<file path="src/rtl/refsync_pkg.sv">
package refsync_pkg;
  typedef enum logic [2:0] {
    ST_FREE = 3'b000,
    ST_HOLD = 3'b001,
    ST_LOCK = 3'b010,
    ST_PRE2 = 3'b011,
    ST_PRE  = 3'b100,
    ST_LOL  = 3'b101
  } sync_st_e;

  localparam int NUM_QUAL = 3;
  localparam int Q_LOCK   = 0;
  localparam int Q_INACT  = 1;
  localparam int Q_LOL    = 2;

  function automatic sync_st_e decode_code(input logic [2:0] c);
    case (c)
      3'b001:  return ST_HOLD;
      3'b010:  return ST_LOCK;
      3'b011:  return ST_PRE2;
      3'b100:  return ST_PRE;
      3'b101:  return ST_LOL;
      default: return ST_FREE;
    endcase
  endfunction
endpackage

</file>
<file path="src/rtl/refsync_qual.sv">
module refsync_qual #(
  parameter int LIMIT = 2
) (
  input  logic clk,
  input  logic rst_n,
  input  logic en,
  input  logic tick,
  output logic done
);
  localparam int CW = $clog2(LIMIT + 1);
  localparam logic [CW-1:0] LIM = CW'(LIMIT);

  logic [CW-1:0] cnt;

  always_ff @(posedge clk) begin
    if (!rst_n)                cnt <= '0;
    else if (!en)              cnt <= '0;
    else if (tick && cnt != LIM) cnt <= cnt + 1'b1;
  end

  assign done = en && (cnt == LIM);
endmodule

</file>
<file path="src/rtl/refsync_next.sv">
module refsync_next
  import refsync_pkg::*;
(
  input  sync_st_e    cur,
  input  logic        any_valid,
  input  logic        sel_active,
  input  logic        phase_lock,
  input  logic        lock_done,
  input  logic        inact_done,
  input  logic        lol_done,
  input  logic        force_en,
  input  logic [2:0]  force_code,
  output sync_st_e    nxt
);
  always_comb begin
    nxt = cur;
    if (force_en) begin
      nxt = decode_code(force_code);
    end else begin
      case (cur)
        ST_FREE: if (any_valid) nxt = ST_PRE;
        ST_PRE: begin
          if (lock_done)       nxt = ST_LOCK;
          else if (inact_done) nxt = ST_FREE;
        end
        ST_LOCK: begin
          if (!sel_active)      nxt = ST_HOLD;
          else if (!phase_lock) nxt = ST_LOL;
        end
        ST_LOL: begin
          if (!sel_active)     nxt = ST_HOLD;
          else if (phase_lock) nxt = ST_LOCK;
          else if (lol_done)   nxt = ST_HOLD;
        end
        ST_HOLD: if (any_valid) nxt = ST_PRE2;
        ST_PRE2: begin
          if (lock_done)       nxt = ST_LOCK;
          else if (inact_done) nxt = ST_HOLD;
        end
        default: nxt = ST_FREE;
      endcase
    end
  end
endmodule

</file>
<file path="src/rtl/refsync_status.sv">
module refsync_status (
  input  logic clk,
  input  logic rst_n,
  input  logic chg,
  input  logic clr,
  input  logic irq_en,
  output logic sticky,
  output logic irq
);
  always_ff @(posedge clk) begin
    if (!rst_n)   sticky <= 1'b0;
    else if (chg) sticky <= 1'b1;
    else if (clr) sticky <= 1'b0;
  end

  assign irq = sticky & irq_en;
endmodule

</file>
<file path="src/rtl/refsync_fsm.sv">
module refsync_fsm
  import refsync_pkg::*;
#(
  parameter int NUM_REFS   = 4,
  parameter int QUAL_TICKS = 2,
  parameter int LOL_TICKS  = 1
) (
  input  logic                clk,
  input  logic                rst_n,
  input  logic [NUM_REFS-1:0] ref_valid,
  input  logic                sel_active,
  input  logic                phase_lock,
  input  logic                tick,
  input  logic                force_en,
  input  logic [2:0]          force_state,
  input  logic                irq_en,
  input  logic                stat_clr,
  output logic [2:0]          state_code,
  output logic                stat_chg,
  output logic                irq
);
  sync_st_e cur, nxt;
  logic [NUM_QUAL-1:0] q_en, q_done;
  logic qualifying;

  assign qualifying = (cur == ST_PRE) || (cur == ST_PRE2);

  always_comb begin
    q_en          = '0;
    q_en[Q_LOCK]  = qualifying && phase_lock;
    q_en[Q_INACT] = qualifying && !sel_active;
    q_en[Q_LOL]   = (cur == ST_LOL);
  end

  for (genvar g = 0; g < NUM_QUAL; g++) begin : g_qual
    localparam int LIM = (g == Q_LOL) ? LOL_TICKS : QUAL_TICKS;
    refsync_qual #(.LIMIT(LIM)) u_qual (
      .clk  (clk),
      .rst_n(rst_n),
      .en   (q_en[g]),
      .tick (tick),
      .done (q_done[g])
    );
  end

  refsync_next u_next (
    .cur       (cur),
    .any_valid (|ref_valid),
    .sel_active(sel_active),
    .phase_lock(phase_lock),
    .lock_done (q_done[Q_LOCK]),
    .inact_done(q_done[Q_INACT]),
    .lol_done  (q_done[Q_LOL]),
    .force_en  (force_en),
    .force_code(force_state),
    .nxt       (nxt)
  );

  always_ff @(posedge clk) begin
    if (!rst_n) cur <= ST_FREE;
    else        cur <= nxt;
  end

  refsync_status u_status (
    .clk   (clk),
    .rst_n (rst_n),
    .chg   (nxt != cur),
    .clr   (stat_clr),
    .irq_en(irq_en),
    .sticky(stat_chg),
    .irq   (irq)
  );

  assign state_code = cur;
endmodule

</file>
<file path="config.mk">
export PLATFORM = sky130hd
export DESIGN_NAME = refsync_fsm
export DESIGN_NICKNAME = d
export VERILOG_FILES = /design/src/rtl/refsync_pkg.sv /design/src/rtl/refsync_qual.sv /design/src/rtl/refsync_next.sv /design/src/rtl/refsync_status.sv /design/src/rtl/refsync_fsm.sv
export SDC_FILE = /design/constraint.sdc
export NUM_CORES = 1
export LEC_CHECK = 0
export ABC_AREA = 1
export BUFFER_PORTS_ARGS = -buffer_cell sky130_fd_sc_hd__buf_2
export CAP_MARGIN = 20
export CORE_UTILIZATION = 43
export CTS_CLUSTER_SIZE = 24
export DETAILED_ROUTE_END_ITERATION = 12
export GPL_ROUTABILITY_DRIVEN = 1
export GPL_TIMING_DRIVEN = 0
export PLACE_DENSITY = 0.77
export SKIP_LAST_GASP = 1
export SYNTH_ARGS = -nofsm -noshare
export SYNTH_HDL_FRONTEND = slang
export SYNTH_SLANG_ARGS = --single-unit
export TNS_END_PERCENT = 30
</file>
<file path="constraint.sdc">
create_clock -name clk -period 1.3 [get_ports clk]
set_clock_uncertainty 0.05 [all_clocks]
set_input_delay 0.065 -clock clk [delete_from_list [all_inputs] [get_ports clk]]
set_output_delay 0.065 -clock clk [all_outputs]
set_load 0.005 [all_outputs]
</file>
Word-level counts from Yosys, hierarchy flattened
Index checks and enable logic that the tools add are counted.

Mux-type cells: 16. Add/sub/neg operators: 3. Equal/unequal tests: 15. Bitwise operators: 2. Reduce and logical (&&, ||, !) cells: 16.

Operator list (count): 3-bit two-way mux (12); 3-bit case mux with 6 select lines (1); 3-bit case mux with 5 select lines (1); 3-bit by 2-bit equality test with 1-bit output, second input constant (4); 3-bit equality test, second input constant (4); 1-bit logical AND (8); 3-bit by 1-bit equality test with 1-bit output, second input constant (2); 2-bit AND reduction (3); 2-bit by 1-bit adder with 2-bit output, second input constant (2); 2-bit equality test, second input constant (2); 2-bit != test, second input constant (2); 4-bit OR reduction (1); 3-bit logical NOT (1); 3-bit != test (1); 1-bit two-way mux (2); 2-bit nonzero test (1); 1-bit adder, second input constant (1); 1-bit AND (1); 1-bit logical NOT (1); 1-bit logical OR (1); 1-bit NOT (1).

Output and inout bits: 5. Register bits: 9. Word-level logic and storage cells: 57.

Logic depth before layout (Yosys ltp)
Gate-level depths: netlist (run 1).

Word-level depth: 10. Depth in mapped cells: 14. Gate-level depth less buffers: 13.

Hierarchy
A second synthesis (run 1) with hierarchy kept.

Cell total of the unflattened synthesis: 135. Area total of the unflattened synthesis: 734.5 sq um.

By module, submodules not included: refsync_next (times used 1, area an instance 244.0 sq um, cells an instance 54); refsync_qual (g_qual[0].u_qual ...) (times used 2, area an instance 110.1 sq um, cells an instance 17); refsync_fsm (times used 1, area an instance 180.2 sq um, cells an instance 33); refsync_status (times used 1, area an instance 51.3 sq um, cells an instance 8); refsync_qual (g_qual[2].u_qual) (times used 1, area an instance 38.8 sq um, cells an instance 6).

Worst setup path before layout (run 1)
Ideal clock, no wire load.

Path kind: reg-to-reg. Start point: reg cur[1] (netlist: state_code[1]). End point: reg u_status.sticky. Data arrival time: 1.237 ns. Required time: 1.136 ns. Path slack: -0.101 ns. Library setup time: 0.114 ns. Stages on the path, launching flop included: 14. Cells stage by stage: dfxtp_1 buf_6 nor2_2 nand2_1 nand2_2 nand3_2 nand3_1 nand2_1 nand2_2 nand2_1 nand2_1 nand3_1 nor2_1 nor2_1.

Cells in the longest elaborated chain, start to end: 10. Elaborated cells between the ends (all ways): 28.

Ends and longest elaborated chain: start, declared (line refsync_fsm.sv:22) `sync_st_e cur, nxt;`; start signal, assigned (line refsync_fsm.sv:61) `else cur <= nxt;`; 3-bit equality test or 3-bit by 2-bit equality test with 1-bit output (tied branches) (line refsync_next.sv:20, refsync_fsm.sv:26); 1-bit logical OR (line refsync_fsm.sv:26) `assign qualifying = (cur == ST_PRE) || (cur == ST_PRE2);`; 1-bit logical AND (line refsync_fsm.sv:31) `q_en[Q_INACT] = qualifying && !sel_active;`; 1-bit logical AND (line refsync_qual.sv:21) `assign done = en && (cnt == LIM);`; 3-bit two-way mux, on equally long branches (line refsync_next.sv:38, refsync_next.sv:24); 3-bit two-way mux, on equally long branches (line refsync_next.sv:37, refsync_next.sv:23); 3-bit case mux with 6 select lines (line refsync_next.sv:20) `case (cur)`; 3-bit two-way mux (line refsync_next.sv:17) `if (force_en) begin`; 3-bit != test * (line refsync_fsm.sv:67) `.chg (nxt != cur),`; 1-bit two-way mux or 2-bit nonzero test (tied branches); end signal, assigned (line refsync_status.sv:11) `if (!rst_n) sticky <= 1'b0;`; end signal, assigned (line refsync_status.sv:12) `else if (chg) sticky <= 1'b1;`; end signal, assigned (line refsync_status.sv:13) `else if (clr) sticky <= 1'b0;`; end, declared (line refsync_status.sv:7) `output logic sticky,`.

Every way passes the cells marked *; elsewhere a longest branch is shown, timed or not. A chain may end at the register's enable or synchronous reset.

Worst setup path after layout (run 1)
Start point: reg cur[0] (netlist: state_code[0]). End point: reg u_status.sticky.

The elaborated chain is that of the path after synthesis.

==> run metrics, run 1 <==
via count of the first global-routing pass=619; actual transition at the worst max-transition pin=0.157 ns; Pre-Repair DR Iteration Count=4; std cell rows=13; Layout Nets=150; post-detailed-route via-to-cell ratio=5.13; total power divided by cell area=862 nW/µm²; wire length of the first global-routing pass=2500 µm; cell types with the largest area share after synthesis=sky130_fd_sc_hd__dfxtp_1 (29%), sky130_fd_sc_hd__nand2_1 (17%), sky130_fd_sc_hd__nand3_1 (12%), sky130_fd_sc_hd__inv_1 (8.4%), sky130_fd_sc_hd__nor2_1 (6.0%); synthesized area per cell=6.13 µm²; result of the run=finished with violations; Clock Tree Buf Depth=2; initial antenna violation count=0; die area=1610 µm²; count of distinct cell types in the synthesized netlist=17; Rel. slew slack=0.894; Fin. Hold Viols=0; CTS Buf Count=3; crit path DAT=1.57 ns; Required @ worst endpoint=1.42 ns; path class of the lowest-slack min-delay path=in2reg; post-route fraction of the period consumed by the critical path=1.11; floorplan die height=40.1 µm; share of synthesized cell area in full adder, half adder and majority cells=0.0400; combinational family with the most area after synthesis=simple AND/OR/NAND/NOR gates; clk sink count=9; Global Route Usage Sum=0.233; capturing element type of the critical path=register; IO Count=20; final cell utilization of the core=0.657; launching element type of the critical path=register; effective utilization at floorplan=0.469; final setup slack of the worst path=-0.148 ns; number of levels in the clock H-tree=1; insertion delay of the later-clocked pin in the worst-skew pair=0.27 ns; simple logic cell fraction of the synthesized area=0.458; total via count in the routed design=754; top-area cell type share of the netlist area=0.288; Detailed Place HPWL=1020 µm; Iteration-0 DRC Markers=23; failing checks=setup timing; largest net degree at the start of global routing=8; Critical Setup Path Class=reg2reg; DRT Wirelength=1610 µm; worst slack at placement=-0.217 ns; maximum fanout count along the critical path=7; # Max-Cap Violations=0; horizontal extent of the die=40.1 µm; layout overhead on the synthesized area=40.0%; proportion of layout cells with a drive suffix above 1=0.402; final number of max-transition violations=0; xor/xnor share of the synthesized area=0.0280; sequential-to-total area share from yosys stat=0.288; # port buffers=19; static leakage=0.453 nW; cell type with the highest aggregate area in the netlist=sky130_fd_sc_hd__dfxtp_1; setup repair after global routing missed its margin=true; buffer type at the clock tree root=sky130_fd_sc_hd__clkbuf_4; number of antenna diodes=0; Syn Inst Count=102; GR Overflow Total=0; fraction of synthesized area in multiplexers=0; Core ar.=1330 µm²; number of remaining DRC errors=0; post-detailed-route wirelength per cell=10.9 µm; Hold-fix buffers, CTS=0; endpoints failing setup=2; DRT antenna net count=0; clock-pin slew of the registers on the worst-case setup and hold paths=0.08 ns; netlist area before placement=626 µm²; total negative slack=-0.263 ns; VDD IR max=680 µV; Overall Power=0.755 mW; Synth Area in Compound Gates=0.0720; FF+latch count, synth=9; Ys Warns=0; clock tree from TritonCTS=done; syn_nets=119; placer congestion estimate=0.793; minimum clock period after layout=1.45 ns; highest clock frequency the design can meet=691 MHz
cell usage in the layout (no fill, tap or decap):
cell | Yosys | routed
sky130_fd_sc_hd__clkbuf_4 | 0 | 3
sky130_fd_sc_hd__nor2_4 | 0 | 1
sky130_fd_sc_hd__inv_4 | 0 | 2
sky130_fd_sc_hd__nor3_4 | 0 | 1
sky130_fd_sc_hd__nand3_2 | 2 | 5
sky130_fd_sc_hd__nand3_1 | 15 | 12
sky130_fd_sc_hd__ha_1 | 2 | 2
sky130_fd_sc_hd__nor2_1 | 10 | 10
sky130_fd_sc_hd__dfxtp_1 | 9 | 4
sky130_fd_sc_hd__nand2_4 | 0 | 1
sky130_fd_sc_hd__inv_1 | 14 | 14
sky130_fd_sc_hd__a21oi_1 | 6 | 6
sky130_fd_sc_hd__nand2_1 | 28 | 25
sky130_fd_sc_hd__o21ai_0 | 3 | 2
sky130_fd_sc_hd__xor2_1 | 2 | 2
sky130_fd_sc_hd__dfxtp_2 | 0 | 2
sky130_fd_sc_hd__nand4_1 | 1 | 1
sky130_fd_sc_hd__buf_4 | 0 | 7
sky130_fd_sc_hd__nand2_2 | 3 | 5
sky130_fd_sc_hd__buf_2 | 0 | 20
sky130_fd_sc_hd__or2_2 | 2 | 2
sky130_fd_sc_hd__clkinv_2 | 0 | 1
sky130_fd_sc_hd__dfxtp_4 | 0 | 3
sky130_fd_sc_hd__o21ai_1 | 0 | 1
synthesized netlist by cell type (all sizes together):
| cell | n |
|---|---|
| nand4 | 1 |
| or2 | 2 |
| dfxtp | 9 |
| nand2 | 31 |
| nor3 | 1 |
| xor2 | 2 |
| o21ai | 3 |
| buf | 1 |
| a21oi | 6 |
| nor2 | 11 |
| ha | 2 |
| inv | 16 |
| nand3 | 17 |
cells by family after synthesis:
group	count (synthesis)
compound gates	9
xor+xnor	2
fa+ha+maj	2
buf+inv	17
flops	9
simple gates	63
cell type report:
class | count | area, µm²
clock buffer | 3 | 22.5
clock inverter | 1 | 5.00
fill | 116 | 458
inverter | 16 | 65.1
multi-input combinational | 76 | 418
sequential | 9 | 194
tap | 15 | 18.8
timing repair buffer | 27 | 153
power breakdown:
group          internal [mW]  leakage (nW)  switching [mW]
clock network          0.114        0.0177           0.124
logic                 0.0972         0.358           0.108
registers              0.288        0.0765          0.0238
total                  0.499         0.453           0.256
critical path, cell delays in order, from the launching register on:
cell,delay (ns)
sky130_fd_sc_hd__dfxtp_4,0.42
sky130_fd_sc_hd__inv_4,0.07
sky130_fd_sc_hd__nor3_4,0.20
sky130_fd_sc_hd__nand2_1,0.08
sky130_fd_sc_hd__nand4_1,0.10
sky130_fd_sc_hd__nand2_2,0.07
sky130_fd_sc_hd__nand2_1,0.06
sky130_fd_sc_hd__nand2_1,0.05
sky130_fd_sc_hd__nand2_1,0.05
sky130_fd_sc_hd__nand3_1,0.07
sky130_fd_sc_hd__nor2_1,0.09
sky130_fd_sc_hd__nor2_1,0.05
what timing repair did:
item	CTS	global route
pin swaps	8	1
setup buffers	7	1
endpoints found under the setup margin	1	5
gates resized for setup	15	3
through the flow:
step / cell area (µm²) / hold WS, ns / std cells
after global routing: 876 / 0.0451 / 147
after global placement: 749 / 0.299 / 136
after detailed placement: 749 / 0.296 / 136
after CTS: 858 / 0.00453 / 146
after floorplan: 636 / 0.151 / 102
final: 876 / 0.0145 / 147
routing by layer:
metal,wire (µm),up-vias,GRT usage,part of all wire
met5,0,-,0,0
met1,692,329,0.298,0.43
li1,-,388,-,-
met2,766,30,0.383,0.48
met3,92,7,0.0333,0.057
met4,56,0,0.103,0.035
state kept, by name, summed over array words and instances, names as in the netlist:
register	flops
g_qual.u_qual.cnt	5
state_code	3
u_status.sticky	1
final timing paths:
path                                 from                       to  slack, ns  cells past startpoint
setup / recovery            state_code[0]          u_status.sticky      -0.15                     11
setup reg to reg            state_code[0]          u_status.sticky      -0.15                     11
hold reg to reg   g_qual[0].u_qual.cnt[1]  g_qual[0].u_qual.cnt[1]       0.41                      2
hold / removal                      rst_n     g_qual[2].u_qual.cnt       0.01                      3
Power figures use the tool's default switching activity.
==> run 2, diff against run 1 <==
- TNS_END_PERCENT: 30 -> unset
==> run 2 against run 1 <==
  * The run still ends with setup timing left
  * Combinational power about the same
  * Via count increased by 1.3%
  * Sequential cell count is the same
  * Non-clock buffer count stayed put
  * Register-to-register slack got worse by 0.04 ns
  * Die area stayed put
  * Design area increased by 1.0%
  * Sequential power hardly changed
  * Critical path type unchanged
==> run metrics, run 2 (synthesis results as in run 1) <==
critical path cell sequence=buf_2 -> o21ai_0 -> a21oi_1 -> nand2_1 -> nand2_2 -> nand2_1 -> nand2_1 -> nand3_1 -> nor2_1 -> nor2_1 (was inv_4 -> nor3_4 -> nand2_1 -> nand4_1 -> nand2_2 -> nand2_1 -> nand2_1 -> nand2_1 -> nand3_1 -> nor2_1 -> nor2_1); proportion of power drawn by flip-flops and latches=0.409 (was 0.413); Iteration-0 DRC Markers=33 (was 23); DRT Wirelength=1690 µm (was 1610 µm); std cell rows=13 (unchanged); via count of the first global-routing pass=619 (unchanged); wire length of the first global-routing pass=2500 µm (unchanged); layout overhead on the synthesized area=41.4% (was 40.0%); VDD IR max=678 µV (was 680 µV); insertion delay of the later-clocked pin in the worst-skew pair=0.28 ns (was 0.27 ns); proportion of layout cells with a drive suffix above 1=0.432 (was 0.402); final number of max-transition violations=0 (unchanged); minimum clock period after layout=1.48 ns (was 1.45 ns); number of remaining DRC errors=0 (unchanged); placer congestion estimate=0.793 (unchanged); HP Start=rst_n (unchanged); clock power share=0.317 (was 0.315); floorplan die height=40.1 µm (unchanged); post-detailed-route via-to-cell ratio=5.20 (was 5.13); Rel. slew slack=0.856 (was 0.894); launching element type of the critical path=register (unchanged); number of levels in the clock H-tree=1 (unchanged); end point of the most critical hold path=g_qual[2].u_qual.cnt (unchanged); Largest register FFs=5 (unchanged); clock tree from TritonCTS=done (unchanged); Top reg by flops=g_qual.u_qual.cnt (unchanged); Worst R2R Path Depth=10 (was 11); Detailed Place HPWL=1020 µm (unchanged); Net Switching=0.262 mW (was 0.256 mW); post-route fraction of the period consumed by the critical path=1.14 (was 1.11); post-detailed-route wirelength per cell=11.5 µm (was 10.9 µm); Area after DPL=749 µm² (unchanged); actual transition at the worst max-transition pin=0.214 ns (was 0.157 ns); crit path DAT=1.61 ns (was 1.57 ns); number of stages on the worst hold path=3 (unchanged); Core ar.=1330 µm² (unchanged); effective utilization at floorplan=0.469 (unchanged); register cell area after layout=194 µm² (unchanged); total power divided by cell area=860 nW/µm² (was 862 nW/µm²); Global Route Usage Sum=0.233 (unchanged); Layout Nets=150 (unchanged); final setup slack of the worst path=-0.184 ns (was -0.148 ns); Pre-Repair DR Iteration Count=4 (unchanged); placed cell count=136 (unchanged); total via count in the routed design=764 (was 754); setup repair after global routing missed its margin=true (unchanged); largest net degree at the start of global routing=8 (unchanged); endpoints failing setup=2 (unchanged); Required @ worst endpoint=1.42 ns (about the same); # Max-Cap Violations=0 (unchanged); maximum fanout count along the critical path=6 (was 7); Fin. Hold Viols=0 (unchanged); buffer type at the clock tree root=sky130_fd_sc_hd__clkbuf_4 (unchanged); DRT antenna net count=0 (unchanged); fin cells=147 (unchanged); Critical Path Max Stage Delay=0.40 ns (was 0.42 ns); share of total power consumed by net switching=0.344 (was 0.339); start of the worst register-to-register path=state_code[1] (was state_code[0]); reg-to-reg critical path endpoint=u_status.sticky (unchanged); CTS Buf Count=3 (unchanged); failing checks=setup timing (unchanged); GR Overflow Total=0 (unchanged); result of the run=finished with violations (unchanged); Final Instance Area=885 µm² (was 876 µm²); IO Count=20 (unchanged); Critical Setup Path Class=reg2reg (unchanged); path class of the lowest-slack min-delay path=in2reg (unchanged); combined area of the multi-input logic cells=427 µm² (was 418 µm²); slowest cell on the critical path=sky130_fd_sc_hd__dfxtp_4 (unchanged); initial antenna violation count=0 (unchanged); highest clock frequency the design can meet=674 MHz (was 691 MHz); leading cell type in the layout, fill and taps excluded=sky130_fd_sc_hd__nand2_1 (unchanged); clk sink count=9 (unchanged); horizontal extent of the die=40.1 µm (unchanged); final hold slack=0.0160 ns (was 0.0145 ns); register-to-register path setup slack=-0.18 ns (was -0.15 ns); clock-pin slew of the registers on the worst-case setup and hold paths=0.08 ns (about the same); Internal Dissipation=0.499 mW (about the same); most used cells in the layout excluding fill and tap cells=sky130_fd_sc_hd__nand2_1 (25), sky130_fd_sc_hd__buf_2 (20), sky130_fd_sc_hd__inv_1 (13) (was sky130_fd_sc_hd__nand2_1 (25), sky130_fd_sc_hd__buf_2 (20), sky130_fd_sc_hd__inv_1 (14)); Clock Tree Buf Depth=2 (unchanged); count of filler cells inserted in the layout=112 (was 116); most used cell, CP=sky130_fd_sc_hd__nand2_1 (unchanged); die area=1610 µm² (unchanged); static leakage=0.450 nW (was 0.453 nW); part of the total power dissipated in combinational logic=0.274 (was 0.272); number of antenna diodes=0 (unchanged); capturing element type of the critical path=register (unchanged); total negative slack=-0.288 ns (was -0.263 ns); # port buffers=19 (unchanged)
[run 2: layout make-up]
class / instances / area share
clock buffer: 3 / 0.0255
clock inverter: 1 / 0.00566
inverter: 16 / 0.0736
multi-input combinational: 76 / 0.482
sequential: 9 / 0.219
tap: 15 / 0.0212
timing repair buffer: 27 / 0.173
[run 2: worst max-delay path, delay by kind of cell, from the launching register on]
| kind | cells | cell delay, ns |
|---|---|---|
| compound gates | 2 | 0.29 |
| buf+inv | 1 | 0.18 |
| flops | 1 | 0.40 |
| simple gates | 7 | 0.48 |
[run 2: worst max path at each step]
stage                       start  slack (ns)               to  cells past startpoint
finish              state_code[1]       -0.18  u_status.sticky                     10
global route        state_code[0]       -0.27  u_status.sticky                     12
CTS                 state_code[0]       -0.13  u_status.sticky                     12
detailed placement  state_code[2]       -0.22  u_status.sticky                     11
global placement    state_code[2]       -0.22  u_status.sticky                     11
floorplan           state_code[1]       -0.08  u_status.sticky                     13
[run 2: per-layer routing]
metal	share of wire	wire length [µm]	GRT usage
met4	0.018	30	0.103
met3	0.066	112	0.0333
met5	0	0	0
met1	0.43	721	0.298
met2	0.49	820	0.383
[run 2: power by group through the flow]
stage / logic, mW / registers (mW) / clock network (mW)
floorplan: 0.111 / 0.311 / 0
finish: 0.208 / 0.312 / 0.241
global route: 0.233 / 0.314 / 0.254
CTS: 0.194 / 0.310 / 0.233
detailed placement: 0.168 / 0.312 / 0
global placement: 0.165 / 0.312 / 0
[run 2: timing repair]
action                     4_1_cts  5_1_grt
buffers inserted                 7        1
hold endpoints to repair         0        0
hold buffers                     0        0
pin swaps                        8        1
resized for setup               15        7
setup endpoints to repair        1        5
[run 2: metrics by stage]
| stage | utilization | power [mW] | worst slack, ns |
|---|---|---|---|
| after global routing | 0.663 | 0.802 | -0.268 |
| after global placement | 0.562 | 0.477 | -0.224 |
| after floorplan | - | 0.422 | -0.0849 |
| after CTS | 0.644 | 0.738 | -0.127 |
| after detailed placement | 0.562 | 0.479 | -0.217 |
| final | 0.663 | 0.761 | -0.184 |
